`src/rtl/sdi_link_pkg.sv`:
```
package sdi_link_pkg;

    localparam int SDI_WORD_W      = 10;
    localparam int NARROW_LOW_BITS = 2;
    localparam int SCR_NEAR_TAP    = 4;
    localparam int SCR_FAR_TAP     = 9;

    // One bit travelling between stages, with its qualifier.
    typedef struct packed {
        logic data;
        logic valid;
    } bit_beat_t;

    // Three-input tap sum shared by both directions.
    function automatic logic tap_sum(input logic a, input logic b, input logic c);
        return a ^ b ^ c;
    endfunction

endpackage

```
`src/rtl/sdi_word_serializer.sv`:
```
module sdi_word_serializer
    import sdi_link_pkg::*;
#(
    parameter int WORD_W   = SDI_WORD_W,
    parameter int LOW_ZERO = NARROW_LOW_BITS
) (
    input  logic              clk,
    input  logic              rst,
    input  logic [WORD_W-1:0] word_in,
    input  logic              word_valid,
    input  logic              narrow_mode,
    output logic              load_strobe,
    output bit_beat_t         ser_out
);

    localparam int                PH_W    = $clog2(WORD_W);
    localparam logic [PH_W-1:0]   PH_LAST = PH_W'(WORD_W - 1);

    logic [WORD_W-1:0] shreg_q;
    logic [PH_W-1:0]   phase_q;
    logic              primed_q;
    logic [WORD_W-1:0] masked;

    always_comb begin
        masked = word_in;
        if (narrow_mode) begin
            masked[LOW_ZERO-1:0] = '0;
        end
        if (!word_valid) begin
            masked = '0;
        end
    end

    assign load_strobe = (phase_q == PH_LAST);

    always_ff @(posedge clk) begin
        if (rst) begin
            shreg_q  <= '0;
            phase_q  <= PH_LAST;
            primed_q <= 1'b0;
        end else if (load_strobe) begin
            shreg_q  <= masked;
            phase_q  <= '0;
            primed_q <= 1'b1;
        end else begin
            shreg_q  <= {1'b0, shreg_q[WORD_W-1:1]};
            phase_q  <= phase_q + 1'b1;
        end
    end

    assign ser_out.data  = shreg_q[0];
    assign ser_out.valid = primed_q;

endmodule

```
`src/rtl/sdi_tx_scrambler.sv`:
```
module sdi_tx_scrambler
    import sdi_link_pkg::*;
#(
    parameter int NEAR_TAP = SCR_NEAR_TAP,
    parameter int FAR_TAP  = SCR_FAR_TAP
) (
    input  logic      clk,
    input  logic      rst,
    input  bit_beat_t din,
    output bit_beat_t dout
);

    logic [FAR_TAP-1:0] hist_q;
    logic               line_q;
    logic               valid_q;
    logic               stage1;

    // First stage: feedback from its own outputs at the two tap delays.
    assign stage1 = tap_sum(din.data, hist_q[NEAR_TAP-1], hist_q[FAR_TAP-1]);

    always_ff @(posedge clk) begin
        if (rst) begin
            hist_q  <= '0;
            line_q  <= 1'b0;
            valid_q <= 1'b0;
        end else begin
            valid_q <= din.valid;
            if (din.valid) begin
                hist_q <= {hist_q[FAR_TAP-2:0], stage1};
                // Second stage: a one toggles the line.
                line_q <= line_q ^ stage1;
            end
        end
    end

    assign dout.data  = line_q;
    assign dout.valid = valid_q;

endmodule

```
`src/rtl/sdi_rx_descrambler.sv`:
```
module sdi_rx_descrambler
    import sdi_link_pkg::*;
#(
    parameter int NEAR_TAP = SCR_NEAR_TAP,
    parameter int FAR_TAP  = SCR_FAR_TAP
) (
    input  logic      clk,
    input  logic      rst,
    input  bit_beat_t din,
    output bit_beat_t dout
);

    logic               prev_q;
    logic [FAR_TAP-1:0] hist_q;
    logic               out_q;
    logic               valid_q;
    logic               diff;
    logic               recovered;

    // Undo the transition stage first, then the feedback stage.
    assign diff      = din.data ^ prev_q;
    assign recovered = tap_sum(diff, hist_q[NEAR_TAP-1], hist_q[FAR_TAP-1]);

    always_ff @(posedge clk) begin
        if (rst) begin
            prev_q  <= 1'b0;
            hist_q  <= '0;
            out_q   <= 1'b0;
            valid_q <= 1'b0;
        end else begin
            valid_q <= din.valid;
            if (din.valid) begin
                prev_q <= din.data;
                hist_q <= {hist_q[FAR_TAP-2:0], diff};
                out_q  <= recovered;
            end
        end
    end

    assign dout.data  = out_q;
    assign dout.valid = valid_q;

endmodule

```
`src/rtl/sdi_serial_link.sv`:
```
module sdi_serial_link
    import sdi_link_pkg::*;
#(
    parameter int WORD_W   = SDI_WORD_W,
    parameter int LOW_ZERO = NARROW_LOW_BITS,
    parameter int NEAR_TAP = SCR_NEAR_TAP,
    parameter int FAR_TAP  = SCR_FAR_TAP
) (
    input  logic              clk,
    input  logic              rst,
    input  logic [WORD_W-1:0] word_in,
    input  logic              word_valid,
    input  logic              narrow_mode,
    output logic              load_strobe,
    output logic              tx_bit,
    output logic              tx_bit_valid,
    input  logic              rx_in,
    input  logic              rx_in_valid,
    output logic              rx_bit,
    output logic              rx_bit_valid
);

    bit_beat_t ser_beat;
    bit_beat_t line_beat;
    bit_beat_t rx_beat;
    bit_beat_t rec_beat;
    logic      ser_bit_w;

    sdi_word_serializer #(
        .WORD_W   (WORD_W),
        .LOW_ZERO (LOW_ZERO)
    ) u_ser (
        .clk         (clk),
        .rst         (rst),
        .word_in     (word_in),
        .word_valid  (word_valid),
        .narrow_mode (narrow_mode),
        .load_strobe (load_strobe),
        .ser_out     (ser_beat)
    );

    sdi_tx_scrambler #(
        .NEAR_TAP (NEAR_TAP),
        .FAR_TAP  (FAR_TAP)
    ) u_scr (
        .clk  (clk),
        .rst  (rst),
        .din  (ser_beat),
        .dout (line_beat)
    );

    assign rx_beat.data  = rx_in;
    assign rx_beat.valid = rx_in_valid;

    sdi_rx_descrambler #(
        .NEAR_TAP (NEAR_TAP),
        .FAR_TAP  (FAR_TAP)
    ) u_dscr (
        .clk  (clk),
        .rst  (rst),
        .din  (rx_beat),
        .dout (rec_beat)
    );

    assign ser_bit_w    = ser_beat.data;
    assign tx_bit       = line_beat.data;
    assign tx_bit_valid = line_beat.valid;
    assign rx_bit       = rec_beat.data;
    assign rx_bit_valid = rec_beat.valid;

endmodule

```
`config.mk`:
```
export PLATFORM = sky130hd
export DESIGN_NAME = sdi_serial_link
export DESIGN_NICKNAME = d
export VERILOG_FILES = /design/src/rtl/sdi_link_pkg.sv /design/src/rtl/sdi_word_serializer.sv /design/src/rtl/sdi_tx_scrambler.sv /design/src/rtl/sdi_rx_descrambler.sv /design/src/rtl/sdi_serial_link.sv
export SDC_FILE = /design/constraint.sdc
export NUM_CORES = 1
export LEC_CHECK = 0
export ABC_AREA = 1
export BUFFER_PORTS_ARGS = -buffer_cell sky130_fd_sc_hd__buf_2
export CAP_MARGIN = 10
export CORE_UTILIZATION = 52
export CTS_BUF_LIST = sky130_fd_sc_hd__clkbuf_2
export CTS_CLUSTER_SIZE = 40
export DETAILED_ROUTE_END_ITERATION = 16
export PLACE_DENSITY = 0.89
export SLEW_MARGIN = 10
export SYNTH_ARGS = -nofsm -noshare
export SYNTH_HDL_FRONTEND = slang
export SYNTH_SLANG_ARGS = --single-unit
export TNS_END_PERCENT = 30
```
`constraint.sdc`:
```
create_clock -name clk -period 1.2 [get_ports clk]
set_clock_uncertainty 0.15 [all_clocks]
set_input_delay 0.18 -clock clk [delete_from_list [all_inputs] [get_ports clk]]
set_output_delay 0.18 -clock clk [all_outputs]
set_load 0.05 [all_outputs]
```
After elaboration in Yosys (flattened, before gate mapping):

Cells that the tools add are included.

* add/sub/neg operators: 1
* equality and inequality tests: 1
* muxes and demuxes: 4
* bitwise gates (word level): 8
* reductions and logical operators: 2

Operators by type and width (count)
* 2-to-1 mux 9 bit: 2
* bitwise XOR 1 bit: 6
* adder 4 x 1 -> 4 bit, second input constant: 1
* equality test 4 bit, second input constant: 1
* 2-to-1 mux 4 bit: 1
* OR reduction 3 bit: 1
* 2-to-1 mux 2 bit: 1
* NOT 1 bit: 2
* OR reduction 2 bit: 1

* register bits after elaboration: 38
* bits of input ports: 16

Logic depth before layout (Yosys ltp):

Gate-level depths: netlist of the first run.

* word-level depth: 3
* mapped depth: 9
* mapped depth without buffers: 9

By module:

From an unflattened synthesis of the first run, not the netlist that was laid out.

* cell total of the unflattened synthesis: 219
* area, all modules: 1669.1 µm²

Modules (own cells, without submodules)
* sdi_word_serializer: times used 1, cells an instance 91, area each 671.9 µm²
* sdi_rx_descrambler: times used 1, cells an instance 68, area each 521.8 µm²
* sdi_tx_scrambler: times used 1, cells an instance 60, area each 475.5 µm²

Least setup slack after synthesis of the first run:

Ideal clock, no wire load.

* path kind: reg-to-reg
* start point: register u_ser.phase_q[0]
* end point: register u_ser.shreg_q[0]
* arrival time: 1.234 ns
* data required time: 0.934 ns
* setup slack: -0.301 ns
* cell stages (with the launch flop): 9
* path buffers: 0
* cells stage by stage: dfxtp_1 ha_1 nand2_2 nor2_4 inv_4 nand2_4 inv_4 nand2_1 o21ai_1

* longest elaborated chain between the ends: 2

Ends and longest elaborated chain
* start, declared: line sdi_word_serializer.sv:20 `logic [PH_W-1:0] phase_q;`
* start signal, assigned: line sdi_word_serializer.sv:47 `phase_q <= phase_q + 1'b1;`
* equality test 4 bit: line sdi_word_serializer.sv:34 `assign load_strobe = (phase_q == PH_LAST);`
* via load_strobe: line sdi_serial_link.sv:14 `output logic load_strobe,`
* 2-to-1 mux 9 bit: line sdi_word_serializer.sv:41 `end else if (load_strobe) begin`
* end signal, assigned: line sdi_word_serializer.sv:42 `shreg_q <= masked;`
* end signal, assigned: line sdi_word_serializer.sv:46 `shreg_q <= {1'b0, shreg_q[WORD_W-1:1]};`
* end, declared: line sdi_word_serializer.sv:19 `logic [WORD_W-1:0] shreg_q;`

The timed path passes the listed nets, and every way through them passes these cells.
A chain may end at the register's enable or synchronous reset.

Worst setup path in the final report of the first run:

* start point: register u_ser.phase_q[1]
* end point: output port load_strobe

* longest elaborated chain between the ends: 1

Ends and longest elaborated chain (line)
* equality test 4 bit: sdi_word_serializer.sv:34
* end, declared: sdi_serial_link.sv:14

No other way between the ends.

==> impl_metrics.toml, run 1 <==
[worst_setup_path]
rr_worst_depth = 11
crit_arrival_ns = 1.25
r2r-start = "u_ser.phase_q[1]"
startpoint_type = "flop"
worstPathRequired_ns = 0.87
reg2reg_to = "u_ser.shreg_q[0]"
rrSetupSlack_ns = -0.26
crit_path_end_kind = "output port"
critPathKind = "flop to output port"
worst-path-max-fanout = 2

[sta]
max_freq_mhz = 634
holdWs_ns = 0.0484
setup_ws_ns = -0.377
hold_viol_final = 0
slew_viol_final = 0
min_period_ns = 1.58
setup_viol = 20
slew_headroom = 0.755
worst_pin_slew_ns = 0.367
finalCritPeriodShare = 1.31
rsz0062_at_grt = "yes"
timing.setup.tns_ns = -3.63

[floorplan]
ioPinCount = 21
die_h_um = 54.3
coreArea_um2 = 2520
dieArea_um2 = 2950
num_rows = 18
chipWidth_um = 54.3
initial_utilization = 0.563

[logic_synthesis]
synth_cells = 175
yosysMostFrequentCell = "dfxtp_1"
synth.net_count = 193
synth_area_per_cell_um2 = 8.12
netlist_area_um2 = 1420
synth_ff_type = "dfxtp_1"
async_flop_share = 0
synth-seq-cells = 38
ys_types = 23
synthDominantCellAreaShare = 0.535
synth_common_cells = "dfxtp_1, nor2_1, inv_1, o21ai_0, nand2_1"
post-synth-top-area-cell = "dfxtp_1"
ys_warn_count = 0
synth-edff-count = 0
ys_seq_area_frac = 0.535
synthTopCellsByArea = "dfxtp_1, nor2_1, o21ai_0"

[power_and_ir_drop]
p_total_w = 0.00303
p_per_area_nw_per_um2 = 1570
leakagePower_nw = 0.889
ir_drop_mv = 1.20

[grt]
grt_pass1_vias = 1105
grt_pass1_wl_um = 4630
grt_antenna_before_repair = 0
grt_use_total = 0.228
overflow = 0
grt_max_degree = 17

[drt]
wl_per_cell_um = 11.6
drt_iter0_markers = 24
drcViolationCount = 0
ant_nets = 0
wl_um = 2960
met3WireLength_um = 135
drt_pre_antenna_iters = 5
drt-met1-wl_um = 1260
wl_met2_um = 1500
vias = 1272
viasPerCell = 4.99
routed.top_layer = "met4"

[layout]
regArea_um2 = 773
final_util = 0.764
multiInputGateArea_um2 = 568
design_area_um2 = 1930
num-nets-final = 242
fillCellCount = 168
diodes = 0
area_growth_pct = 35.7
layout-drive-gt1-share = 0.289

[placed_design]
gp_congestion = 0.714
numPortBuffers = 20
hpwlAfterDp_um = 1580
placed_area_um2 = 1610

[run_status]
violations = "setup timing"
status = "finished, violations left"

[run]
drv_cap = 0

[clock_tree]
cts_tree = "yes"
cts_htree_levels = 2
cts_root_buf = "clkbuf_2"
clock_path_buffers = 2
clock_latency_ns = 0.40
cts.sinks = 38
path_clk_slew_ns = 0.16
cts_buffers = 5

[min_path]
hold_end = "u_ser.phase_q[3]"
hold_start = "rst"
hold_class = "input port to flop"
holdPathStages = 4
-- report_power, final --
group,leakage [nW],switching [W],internal (W)
logic,0.543,0.000536,0.000417
clock network,0.0304,0.000404,0.000143
registers,0.315,0.0000930,0.00144
-- sequential cells by signal (all words and copies together) (netlist names) --
| register | count |
|---|---|
| u_dscr.hist_q | 9 |
| u_scr.line_q | 1 |
| u_scr.hist_q | 9 |
| u_dscr.prev_q | 1 |
| u_ser.phase_q | 4 |
| u_ser.primed_q | 1 |
| u_scr.valid_q | 1 |
| u_dscr.out_q | 1 |
| u_dscr.valid_q | 1 |
| u_ser.shreg_q | 10 |
-- worst max-delay path by stage --
stage | startpoint | endpoint | slack (ns)
finish | u_ser.phase_q[1] | load_strobe | -0.38
global route | u_ser.phase_q[1] | load_strobe | -0.44
CTS | u_ser.phase_q[1] | load_strobe | -0.39
detailed placement | u_ser.phase_q[1] | load_strobe | -0.16
global placement | u_ser.phase_q[1] | load_strobe | -0.14
floorplan | u_ser.phase_q[1] | u_ser.shreg_q[0] | -0.28
-- cells in the final DEF (no fill, tap or decap), drive strengths merged --
master       netlist  layout
nand3              4       4
inv               26      26
a21oi              8       8
nand4              3       3
xnor2              3       3
dlygate4sd3        0      15
a31o               1       1
buf                4      32
dfxtp             38      38
o21ai             29      29
nand2             22      22
clkinvlp           0       1
clkbuf             2       6
nor2              33      33
clkinv             0       2
ha                 2       2
-- through the flow --
step | setup slack [ns] | std cells
after floorplan | -0.282 | 175
after global routing | -0.439 | 255
final | -0.377 | 255
after detailed placement | -0.162 | 228
after CTS | -0.385 | 253
after global placement | -0.139 | 228
-- critical path: stages, from the launching register on --
cell,delay [ns]
dfxtp_2,0.35
inv_2,0.06
ha_4,0.13
nand2_4,0.05
nor2_4,0.11
buf_6,0.17
-- cell families (layout without fill, tap and decap cells) --
kind of cell    after synthesis  in the layout  synth area share
simple gates                 62             62             0.195
compound gates               38             38             0.139
flops                        38             38             0.535
buf+inv                      32             82            0.0942
xor+xnor                      3              3            0.0185
fa+ha+maj                     2              2            0.0176
-- final cells by class --
class,count,share of cell area
clock inverter,2,0.00454
timing repair inverter,1,0.00324
inverter,26,0.0578
multi-input combinational,105,0.295
tap,30,0.0195
sequential,38,0.401
timing repair buffer,47,0.204
clock buffer,6,0.0156
-- repair_timing --
item,CTS,global route
endpoints found under the hold margin,18,0
pin swaps,1,2
setup endpoints to repair,19,22
hold buffers,15,0
gates resized for setup,14,20
buffers inserted,2,1
cloned,0,1
-- routing by layer --
layer	vias to the layer above	GRT usage
met5	-	0
met4	0	0.0897
met3	8	0.0833
met2	30	0.388
met1	586	0.258
li1	648	-
Power figures use the tool's default switching activity.
==> inputs of run 2 (changes only) <==
Settings changed: TNS_END_PERCENT 30 to 10.
==> run 2 against run 1 <==
  * The run still ends with setup timing left
  * Sequential share of layout area fell by 0.12 points
  * Cell count is 1.2% lower
  * Highest routed layer unchanged
  * Total power increased by 13%
  * Sequential power about the same
  * Via count fell by 2.3%
  * Worst setup slack worse by 0.0040 ns
  * Combinational power decreased by 7.8%
  * Core utilization increased by 0.35 points
  * Largest cell class unchanged
  * Critical endpoint unchanged
  * Clock-buffer cell count is 1 lower
  * Clock power up 83%
==> impl_metrics.toml, run 2 (synthesis results as in run 1) <==
[sta]
slew_headroom = 0.782
setup_viol = 19
timing.setup.tns_ns = -2.97
setup_ws_ns = -0.381
holdWs_ns = 0.0376
finalCritPeriodShare = 1.32
slew_viol_final = 0
worst_pin_slew_ns = 0.327
hold_viol_final = 0
rsz0062_at_grt = "yes"
min_period_ns = 1.58
max_freq_mhz = 633

[drt]
vias = 1243
drt_pre_antenna_iters = 5
wl_um = 2950
ant_nets = 0
drcViolationCount = 0
drt_iter0_markers = 30
viasPerCell = 4.93
wl_per_cell_um = 11.7

[power_and_ir_drop]
ir_drop_mv = 1.90
leakagePower_nw = 0.898
p_per_area_nw_per_um2 = 1760
p_total_w = 0.00342

[layout]
design_area_um2 = 1940
area_growth_pct = 36.3
diodes = 0
final_cell_mix = "nor2_1, dfxtp_1, inv_1"
fillCellCount = 166
largest-register = "u_ser.shreg_q"
num-nets-final = 239
largest_reg_flops = 10
layout-drive-gt1-share = 0.270
final_util = 0.768
reg_top3 = "u_ser.shreg_q x10, u_dscr.hist_q x9, u_scr.hist_q x9"

[worst_setup_path]
worstPathRequired_ns = 0.87
r2r-start = "u_ser.phase_q[1]"
crit_arrival_ns = 1.25
cpPeakStageDelay_ns = 0.37
crit_path_end_kind = "output port"
critical_path.slowest_cell = "dfxtp_2"
path_cells = "inv_2, ha_4, nand2_4, nor2_4, buf_6"
path_buf_inv = 2
critPathKind = "flop to output port"
crit_start = "u_ser.phase_q[1]"
startpoint_type = "flop"
cpLargestDelayFamily = "flip-flops"
worst-path-max-fanout = 2

[run_status]
violations = "setup timing"
status = "finished, violations left"

[grt]
grt_pass1_vias = 1180
grt_antenna_before_repair = 0
grt_max_degree = 17
grt_use_total = 0.241
grt_pass1_wl_um = 4860
overflow = 0

[clock_tree]
cts.sinks = 38
clock_latency_ns = 0.40
cts_buffers = 5
cts_htree_levels = 2
path_clk_slew_ns = 0.19
clock_path_buffers = 2
cts_root_buf = "clkbuf_2"
cts_tree = "yes"

[floorplan]
ioPinCount = 21
num_rows = 18
initial_utilization = 0.563
die_h_um = 54.3
chipWidth_um = 54.3
dieArea_um2 = 2950
coreArea_um2 = 2520

[run]
drv_cap = 0

[min_path]
hold_start = "rst"
hold_class = "input port to flop"

[placed_design]
numPortBuffers = 20
placed_area_um2 = 1610
hpwlAfterDp_um = 1680
gp_congestion = 0.717
-- run 2: layout make-up --
type / instances / area, um2 / share of cell area
Clock inverter: 3 / 68.8 / 0.0355
Tap cell: 30 / 37.5 / 0.0194
Multi-Input combinational cell: 105 / 554 / 0.286
Inverter: 26 / 109 / 0.0562
Sequential cell: 38 / 774 / 0.400
Timing Repair Buffer: 45 / 368 / 0.190
Clock buffer: 5 / 25.0 / 0.0129
-- run 2: final timing paths --
check                           slack, ns                to  cells after the start
worst max register to register      -0.21  u_ser.shreg_q[7]                     10
worst max-delay path                -0.38       load_strobe                      5
worst min-delay path                 0.04  u_ser.phase_q[3]                      4
worst min register to register       0.30  u_ser.shreg_q[5]                      2
-- run 2: worst reg2reg max path: stages (launching register included) --
cell	delay (ns)
dfxtp_2	0.37
inv_2	0.06
ha_4	0.13
nand2_4	0.04
nor2_4	0.10
buf_4	0.16
inv_4	0.05
nand2_4	0.09
inv_6	0.06
nand2_1	0.06
o21ai_1	0.05
-- run 2: power breakdown --
group	switching [W]	total [W]	internal (W)	leakage, nW
registers	0.0000958	0.00153	0.00144	0.315
logic	0.000501	0.000879	0.000379	0.529
clock network	0.000436	0.00100	0.000565	0.0532
-- run 2: layer usage --
layer | GRT usage | wire, um | vias to the layer above
met5 | 0 | 0 | -
met4 | 0.158 | 65 | 0
met3 | 0.0611 | 126 | 6
met2 | 0.417 | 1540 | 34
met1 | 0.257 | 1220 | 565
li1 | - | - | 638
-- run 2: stage by stage --
stage | setup WS (ns) | instances
5_1_grt | -0.445 | 252
3_5_place_dp | -0.157 | 228
4_1_cts | -0.378 | 252
2_1_floorplan | -0.282 | 175
3_3_place_gp | -0.139 | 228
6_report | -0.381 | 252
-- run 2: what timing repair did --
action | CTS | global route
endpoints found under the hold margin | 18 | 0
setup buffers | 1 | 0
pin swaps | 1 | 0
setup endpoints to repair | 19 | 23
hold buffers | 15 | 0
resized for setup | 16 | 10
==> inputs of run 3 (changes only) <==
Settings changed: PLACE_DENSITY 0.89 to 0.77.
==> run 3 against run 2 <==
  * The run still ends with setup timing left
  * Critical path depth unchanged
  * Maximum frequency grew 3.5%
  * Routed wire length rose by 5.7%
  * Flip-flop and latch count unchanged
  * Global-route usage fell by 0.41 points
  * Register-to-register slack got worse by 0.05 ns
  * Hold slack got worse by 0.0089 ns
  * Sequential share of layout area grew 0.42 points
  * Clock-buffer cell count is the same
  * Sequential power about the same
  * Cell area shrank 1.4%
  * Combinational power grew 8.2%
  * Critical endpoint unchanged
  * Largest cell class unchanged
==> impl_metrics.toml, run 3 (synthesis results as in run 1) <==
[grt]
grt_pass1_wl_um = 4730
overflow = 0
grt_max_degree = 15
grt_use_total = 0.237
grt_antenna_before_repair = 0
grt_pass1_vias = 1147

[floorplan]
num_rows = 18
initial_utilization = 0.563
dieArea_um2 = 2950
coreArea_um2 = 2520
die_h_um = 54.3
ioPinCount = 21
chipWidth_um = 54.3

[power_and_ir_drop]
p_total_w = 0.00297
ir_drop_mv = 1.22
leakagePower_nw = 0.882
p_per_area_nw_per_um2 = 1560

[drt]
drt_pre_antenna_iters = 4
drcViolationCount = 0
vias = 1263
drt_iter0_markers = 18
ant_nets = 0
wl_um = 3120
wl_per_cell_um = 12.5
viasPerCell = 5.05

[worst_setup_path]
worstPathRequired_ns = 0.87
critPathKind = "flop to output port"
critical_path.slowest_cell = "dfxtp_2"
path_buf_inv = 2
startpoint_type = "flop"
worst-path-max-fanout = 2
path_cells = "inv_2, ha_4, nand2_4, nor2_4, buf_8"
cpPeakStageDelay_ns = 0.35
crit_path_end_kind = "output port"
rrSetupSlack_ns = -0.26
cpLargestDelayFamily = "flip-flops"
crit_arrival_ns = 1.20

[layout]
num-nets-final = 239
reg_top3 = "u_ser.shreg_q x10, u_dscr.hist_q x9, u_scr.hist_q x9"
largest_reg_flops = 10
layout-drive-gt1-share = 0.277
finalNonFillerCells = 250
diodes = 0
area_growth_pct = 34.4
largest-register = "u_ser.shreg_q"
final_cell_mix = "nor2_1, dfxtp_1, inv_1"

[sta]
timing.setup.tns_ns = -3.39
min_period_ns = 1.53
setup_viol = 19
worst_pin_slew_ns = 0.324
rsz0062_at_grt = "yes"
setup_ws_ns = -0.327
slew_headroom = 0.784
holdWs_ns = 0.0287
finalCritPeriodShare = 1.27
max_freq_mhz = 655
slew_viol_final = 0
hold_viol_final = 0

[clock_tree]
path_clk_slew_ns = 0.15
cts.sinks = 38
clock_path_buffers = 2
cts_root_buf = "clkbuf_2"
clock_latency_ns = 0.37
cts_buffers = 5
cts_tree = "yes"
cts_htree_levels = 2

[run_status]
status = "finished, violations left"
violations = "setup timing"

[placed_design]
gp_congestion = 0.769
hpwlAfterDp_um = 1920
dpl.cell_count = 227
dp_slack_ns = -0.0980
numPortBuffers = 20

[run]
drv_cap = 0

[min_path]
hold_class = "input port to flop"
## run 3: cell types whose count changed in the layout (fill, tap and decap cells not counted), sizes merged
cell,before,now
dlymetal6s4s,0,1
bufinv,2,0
dlygate4sd3,15,14
## run 3: worst min-delay path, cell delays in order
cell	delay, ns
buf_2	0.10
inv_2	0.05
buf_12	0.14
o21ai_2	0.05
## run 3: stage by stage
| step | util | instance area (um2) |
|---|---|---|
| floorplan | - | 1440 |
| finish | 0.757 | 1910 |
| global placement | 0.641 | 1620 |
| global route | 0.757 | 1910 |
| detailed placement | 0.641 | 1620 |
| CTS | 0.732 | 1850 |
## run 3: repair_timing
action,4_1_cts,5_1_grt
hold buffers,15,0
pin swaps,1,2
buffers inserted,1,1
endpoints found under the setup margin,16,22
resized for setup,17,17
hold endpoints to repair,18,0
## run 3: per-layer routing
metal	wire, um	track usage	vias to the layer above
li1	-	-	640
met1	1240	0.249	586
met2	1680	0.400	23
met3	85	0.0694	14
met4	119	0.171	0
met5	0	0	-
## run 3: cell type report
class | count | area (um2)
fillers | 184 | 612
multi-input cells | 105 | 566
inverters | 26 | 109
clock inverters | 1 | 3.75
repair buffers | 45 | 398
well taps | 30 | 37.5
flip-flops and latches | 38 | 772
clock buffers | 5 | 25.0
## run 3: path summary, 6_finish.rpt
kind | cells past startpoint | end | start
setup / recovery | 5 | load_strobe | u_ser.phase_q[1]
hold / removal | 4 | u_ser.phase_q[0] | rst
setup reg to reg | 9 | u_ser.shreg_q[3] | u_ser.phase_q[1]
hold reg to reg | 2 | u_ser.shreg_q[5] | u_ser.shreg_q[6]
## run 3: power by group
group          total (W)  leakage, nW  switching (W)  internal (W)
sequential       0.00154        0.315      0.0000996       0.00144
clock           0.000484       0.0223       0.000368      0.000116
combinational   0.000951        0.545       0.000517      0.000434
